==> src/rtl/bfifo_pkg.sv <==
package bfifo_pkg;
  // A vacant stage takes the word offered by its upstream neighbour.
  function automatic logic stage_take(input logic own_full, input logic up_full);
    return up_full && !own_full;
  endfunction

  // Next marker from the current marker and the two local events.
  function automatic logic next_marker(input logic own_full, input logic take, input logic give);
    if (take) return 1'b1;
    if (give) return 1'b0;
    return own_full;
  endfunction
endpackage

==> src/rtl/bfifo_stage.sv <==
module bfifo_stage #(
  parameter int W = 4
) (
  input  logic         clk,
  input  logic         rst,
  input  logic         up_full,
  input  logic [W-1:0] up_data,
  input  logic         down_take,
  output logic         full,
  output logic [W-1:0] data,
  output logic         take
);
  import bfifo_pkg::*;

  assign take = stage_take(full, up_full);

  always_ff @(posedge clk) begin
    if (rst) full <= 1'b0;
    else     full <= next_marker(full, take, down_take);
    if (take) data <= up_data;
  end

  // a vacant stage offered a word captures it at the next edge
  assert_take_R4: assert property (@(posedge clk) disable iff (rst)
    (up_full && !full) |=> (full && data == $past(up_data)));

  // a stage cannot fill unless its neighbour held a word
  assert_no_skip_R4: assert property (@(posedge clk) disable iff (rst)
    (!full && !up_full) |=> !full);

  // a word not handed on stays put
  assert_hold_R5: assert property (@(posedge clk) disable iff (rst)
    (full && !down_take) |=> (full && $stable(data)));
endmodule

==> src/rtl/bfifo_chain.sv <==
module bfifo_chain #(
  parameter int W     = 4,
  parameter int DEPTH = 16
) (
  input  logic         clk,
  input  logic         rst,
  input  logic         feed,
  input  logic [W-1:0] feed_data,
  input  logic         drain,
  output logic [DEPTH-1:0] markers,
  output logic [W-1:0] tail_data,
  output logic         head_take
);
  logic [W-1:0] stage_data [DEPTH];
  logic [DEPTH-1:0] takes;

  for (genvar i = 0; i < DEPTH; i++) begin : g_stage
    logic         up_f;
    logic [W-1:0] up_d;
    logic         dn_t;
    if (i == 0) begin : g_head
      assign up_f = feed;
      assign up_d = feed_data;
    end else begin : g_body
      assign up_f = markers[i-1];
      assign up_d = stage_data[i-1];
    end
    if (i == DEPTH - 1) begin : g_tail
      assign dn_t = drain && markers[i];
    end else begin : g_inner
      assign dn_t = takes[i+1];
    end
    bfifo_stage #(.W(W)) u_stage (
      .clk(clk), .rst(rst),
      .up_full(up_f), .up_data(up_d), .down_take(dn_t),
      .full(markers[i]), .data(stage_data[i]), .take(takes[i])
    );
  end

  assign tail_data = stage_data[DEPTH-1];
  assign head_take = takes[0];
endmodule

==> src/rtl/bubble_fifo.sv <==
module bubble_fifo #(
  parameter int W     = 4,
  parameter int DEPTH = 16
) (
  input  logic         clk,
  input  logic         rst,
  input  logic         push,
  input  logic [W-1:0] push_data,
  output logic         in_ready,
  input  logic         pop,
  output logic [W-1:0] pop_data,
  output logic         out_valid
);
  logic [DEPTH-1:0] markers;
  logic             accepted;
  logic             popped;
  logic             armed;

  bfifo_chain #(.W(W), .DEPTH(DEPTH)) u_chain (
    .clk(clk), .rst(rst),
    .feed(push), .feed_data(push_data), .drain(pop),
    .markers(markers), .tail_data(pop_data), .head_take(accepted)
  );

  assign in_ready  = !markers[0];
  assign out_valid = markers[DEPTH-1];
  assign popped    = pop && out_valid;

  always_ff @(posedge clk) begin
    if (rst) armed <= 1'b0;
    else     armed <= 1'b1;
  end

  // occupancy changes only through accepted pushes and pops
  assert_count_R3: assert property (@(posedge clk) disable iff (rst || !armed)
    $countones(markers) == $past($countones(markers)) + $past(int'(accepted)) - $past(int'(popped)));

  // reset leaves the chain empty
  assert_reset_empty_R1: assert property (@(posedge clk)
    rst |=> (markers == '0));
endmodule

==> config.mk <==
export PLATFORM = sky130hd
export DESIGN_NAME = bubble_fifo
export DESIGN_NICKNAME = d
export VERILOG_FILES = /design/src/rtl/bfifo_pkg.sv /design/src/rtl/bfifo_stage.sv /design/src/rtl/bfifo_chain.sv /design/src/rtl/bubble_fifo.sv
export SDC_FILE = /design/constraint.sdc
export NUM_CORES = 1
export LEC_CHECK = 0
export BUFFER_PORTS_ARGS = -buffer_cell sky130_fd_sc_hd__buf_2
export CAP_MARGIN = 20
export CORE_MARGIN = 2
export CORE_UTILIZATION = 55
export DETAILED_ROUTE_END_ITERATION = 7
export PLACE_DENSITY = 0.76
export SYNTH_ARGS = -nofsm -noshare
export SYNTH_HDL_FRONTEND = slang
export SYNTH_SLANG_ARGS = --single-unit
==> constraint.sdc <==
create_clock -name clk -period 1.8 [get_ports clk]
set_input_delay 0.18 -clock clk [delete_from_list [all_inputs] [get_ports clk]]
set_output_delay 0.18 -clock clk [all_outputs]
set_load 0.02 [all_outputs]
==> impl_results.md <==
* Status: finished clean
* CP Data Arrival Time at 1.14 ns
* Slew headroom at 71.3%
* H-tree depth at 3
* Slowest stage delay, CP at 0.41 ns
* Starting DRT DRC Count at 91
* CP required at 1.79 ns
* Final ANT Viol Nets at 0
* Die Area at 0.00535 mm^2
* CP Class: flip-flop to flip-flop
* FF-to-FF Start: u_chain.g_stage[14].u_stage.full$_SDFFE_PP0P_
* Max cap viols at 0
* Global-route wire length before repair at 5140 um
* Reg-to-reg endpoint: u_chain.g_stage[15].u_stage.data[3]$_DFFE_PP_
* CTS Root Cell: clkbuf_8
* Gate power share at 1.4%
* Design area at 0.00293 mm^2
* Routed length per instance at 14.7 um
* DP Area at 0.00273 mm^2
* Vias/cell at 4.96
* Switching share of power at 19.4%
* Initial core utilization at 56.4%
* CP top delay family: simple AND/OR/NAND/NOR gates
* Sw power at 0.602 mW
* Gr ovfl total at 0
* Clk sink count at 80
* Commonest cells after routing, fill and taps aside: edfxtp_1 (64), dfxtp_1 (16), mux2i_1 (15)
* Measured slew at the worst slew-check pin at 0.429 ns
* Startpoint Class: flip-flop
* Buf+Inv Stages, Crit Path at 0
* Seq pwr share at 64.6%
* HP Class: primary input to flip-flop
* Crit. path cell count at 1
* Cells after synthesis at 131
* Sequential cell area fraction in the yosys report at 85.3%
* Slowest CP cell: nor2b_1
* Synth-to-layout area growth at 11.3%
* Initial antenna violation count at 0
* Worst-path fanout max at 5
* Clk pin slew, worst setup/hold paths at 0.07 ns
* Core ar. at 0.00466 mm^2
* R2R depth at 1
* Nets at 165
* Max Freq at 876 MHz
* Crit-path cells: nor2b_1
* Post-synthesis net count at 139
* Pwr per Cell Area at 1060 mW/mm^2
* Routed WL at 3180 um
* Yosys reg bits at 80
* DRT Pass-1 Iters at 4
* Later-pin clock latency in the skew report at 0.34 ns
* Maximum buffer depth of the clock tree at 2
* Post_cts resized at 0
* Largest net degree at the start of global routing at 17
* Vias in the first global route at 1091
* Crit path capture type: flip-flop
* Die span in x at 73.1 um
* TNS Setup at 0 ns
* Hpwl dp at 2040 um
* Internal power at 2.51 mW
* Reg2reg setup slack at 0.66 ns
* I/O pins at 14
* CTS tree: done
* Vias at 1071
* Antenna cells at 0
* Unrepaired setup endpoints after global routing: no
* GPL Wtd Cong at 0.738
* Ys Warns at 0
* Final period utilization at 63.4%
* DRC viols at 0
* Row count at 25
* Lkg Pwr at 0.984 nW
* Fin. Hold Viols at 0
* Layout cells sized above 1 at 23.5%
* Buffers on Ports at 13
* Post-synth cell types at 11
* Fin. max-slew vios at 0
* Post-layout min period at 1.14 ns
* Post-Syn Area at 0.00263 mm^2
* Worst vdd ir at 0.963 mV
* Post-synthesis area per instance at 20.1 um^2
* Share of power burned in the clock network at 34.0%
* Critical path endpoint: u_chain.g_stage[15].u_stage.data[3]$_DFFE_PP_
* Worst Skew at 0.00597 ns
* DIE HEIGHT at 73.1 um
* TritonCTS Buffers at 9
* GRT Util Overall at 14.3%
* Commonest non-fill, non-tap cell in the layout: edfxtp_1
* Critical Path Source: u_chain.g_stage[14].u_stage.full$_SDFFE_PP0P_
* Final number of setup-violating endpoints at 0
-- metrics by stage --
| stage | total power [mW] | util [%] | worst slack, ns | instances | hold WS, ns |
|---|---|---|---|---|---|
| after CTS | 3.15 | 62.8 | 0.651 | 216 | 0.0106 |
| after global routing | 3.24 | 62.8 | 0.586 | 216 | 0.0128 |
| after global placement | 2.08 | 58.6 | 0.746 | 196 | 0.359 |
| after detailed placement | 2.08 | 58.6 | 0.654 | 196 | 0.359 |
| after floorplan | 2.08 | - | 0.743 | 131 | 0.273 |
| final | 3.11 | 62.8 | 0.658 | 216 | 0.0274 |
-- cell type report --
type	instances	area, um^2
repair buffers	17	105
fillers	333	1730
multi-input cells	48	352
flip-flops and latches	80	2240
well taps	54	67.6
clock inverters	5	25.0
clock buffers	11	131
inverters	1	3.75
-- Yosys cell counts --
library cell,n,area [um^2]
inv_1,1,3.75
nor2_2,10,62.6
edfxtp_1,64,1920
nor2b_1,10,62.6
dfxtp_1,16,320
mux2i_1,15,150
buf_6,1,11.3
nor2_1,7,26.3
and2b_1,5,37.5
a211oi_2,1,12.5
buf_12,1,20.0
-- state kept, by name, indices dropped and copies added (netlist names) --
| signal | count |
|---|---|
| u_chain.g_stage.u_stage.data | 64 |
| u_chain.g_stage.u_stage.full | 16 |
-- power by group through the flow --
stage               Clock (mW)  Combinational [mW]  Sequential [mW]
finish                    1.06              0.0432             2.01
global route              1.19              0.0487             2.01
CTS                       1.10              0.0436             2.01
detailed placement           0              0.0368             2.05
global placement             0              0.0355             2.05
floorplan                    0              0.0311             2.04
-- metal layers --
metal	GRT usage (%)	share of wire [%]
met1	16.7	44
met2	21.3	48
met3	8.84	6.3
met4	5.56	1.3
met5	0	0
-- logic make-up (layout without fill, tap and decap cells) --
logic type | count (synthesis) | after routing | synth area share, %
AOI/OAI and AO/OA | 1 | 1 | 0.476
buffers and inverters | 3 | 34 | 1.33
DFF | 80 | 80 | 85.3
muxes | 15 | 15 | 5.71
and+or+nand+nor | 32 | 32 | 7.19
-- how the worst min path moves through the flow --
stage / depth (start not counted) / startpoint / slack (ns) / endpoint
3_5_place_dp: 1 / push_data[2] / 0.36 / u_chain.g_stage[0].u_stage.data[2]$_DFFE_PP_
2_1_floorplan: 1 / pop / 0.27 / u_chain.g_stage[15].u_stage.full$_SDFFE_PP0P_
6_report: 2 / pop / 0.03 / u_chain.g_stage[15].u_stage.full$_SDFFE_PP0P_
4_1_cts: 2 / pop / 0.01 / u_chain.g_stage[15].u_stage.full$_SDFFE_PP0P_
5_1_grt: 2 / pop / 0.01 / u_chain.g_stage[15].u_stage.full$_SDFFE_PP0P_
3_3_place_gp: 1 / push_data[2] / 0.36 / u_chain.g_stage[0].u_stage.data[2]$_DFFE_PP_
-- what timing repair did --
action | CTS | global route
hold buffers | 4 | 0
setup buffers | 0 | 0
endpoints found under the hold margin | 4 | 0
Power figures use the tool's default switching activity.
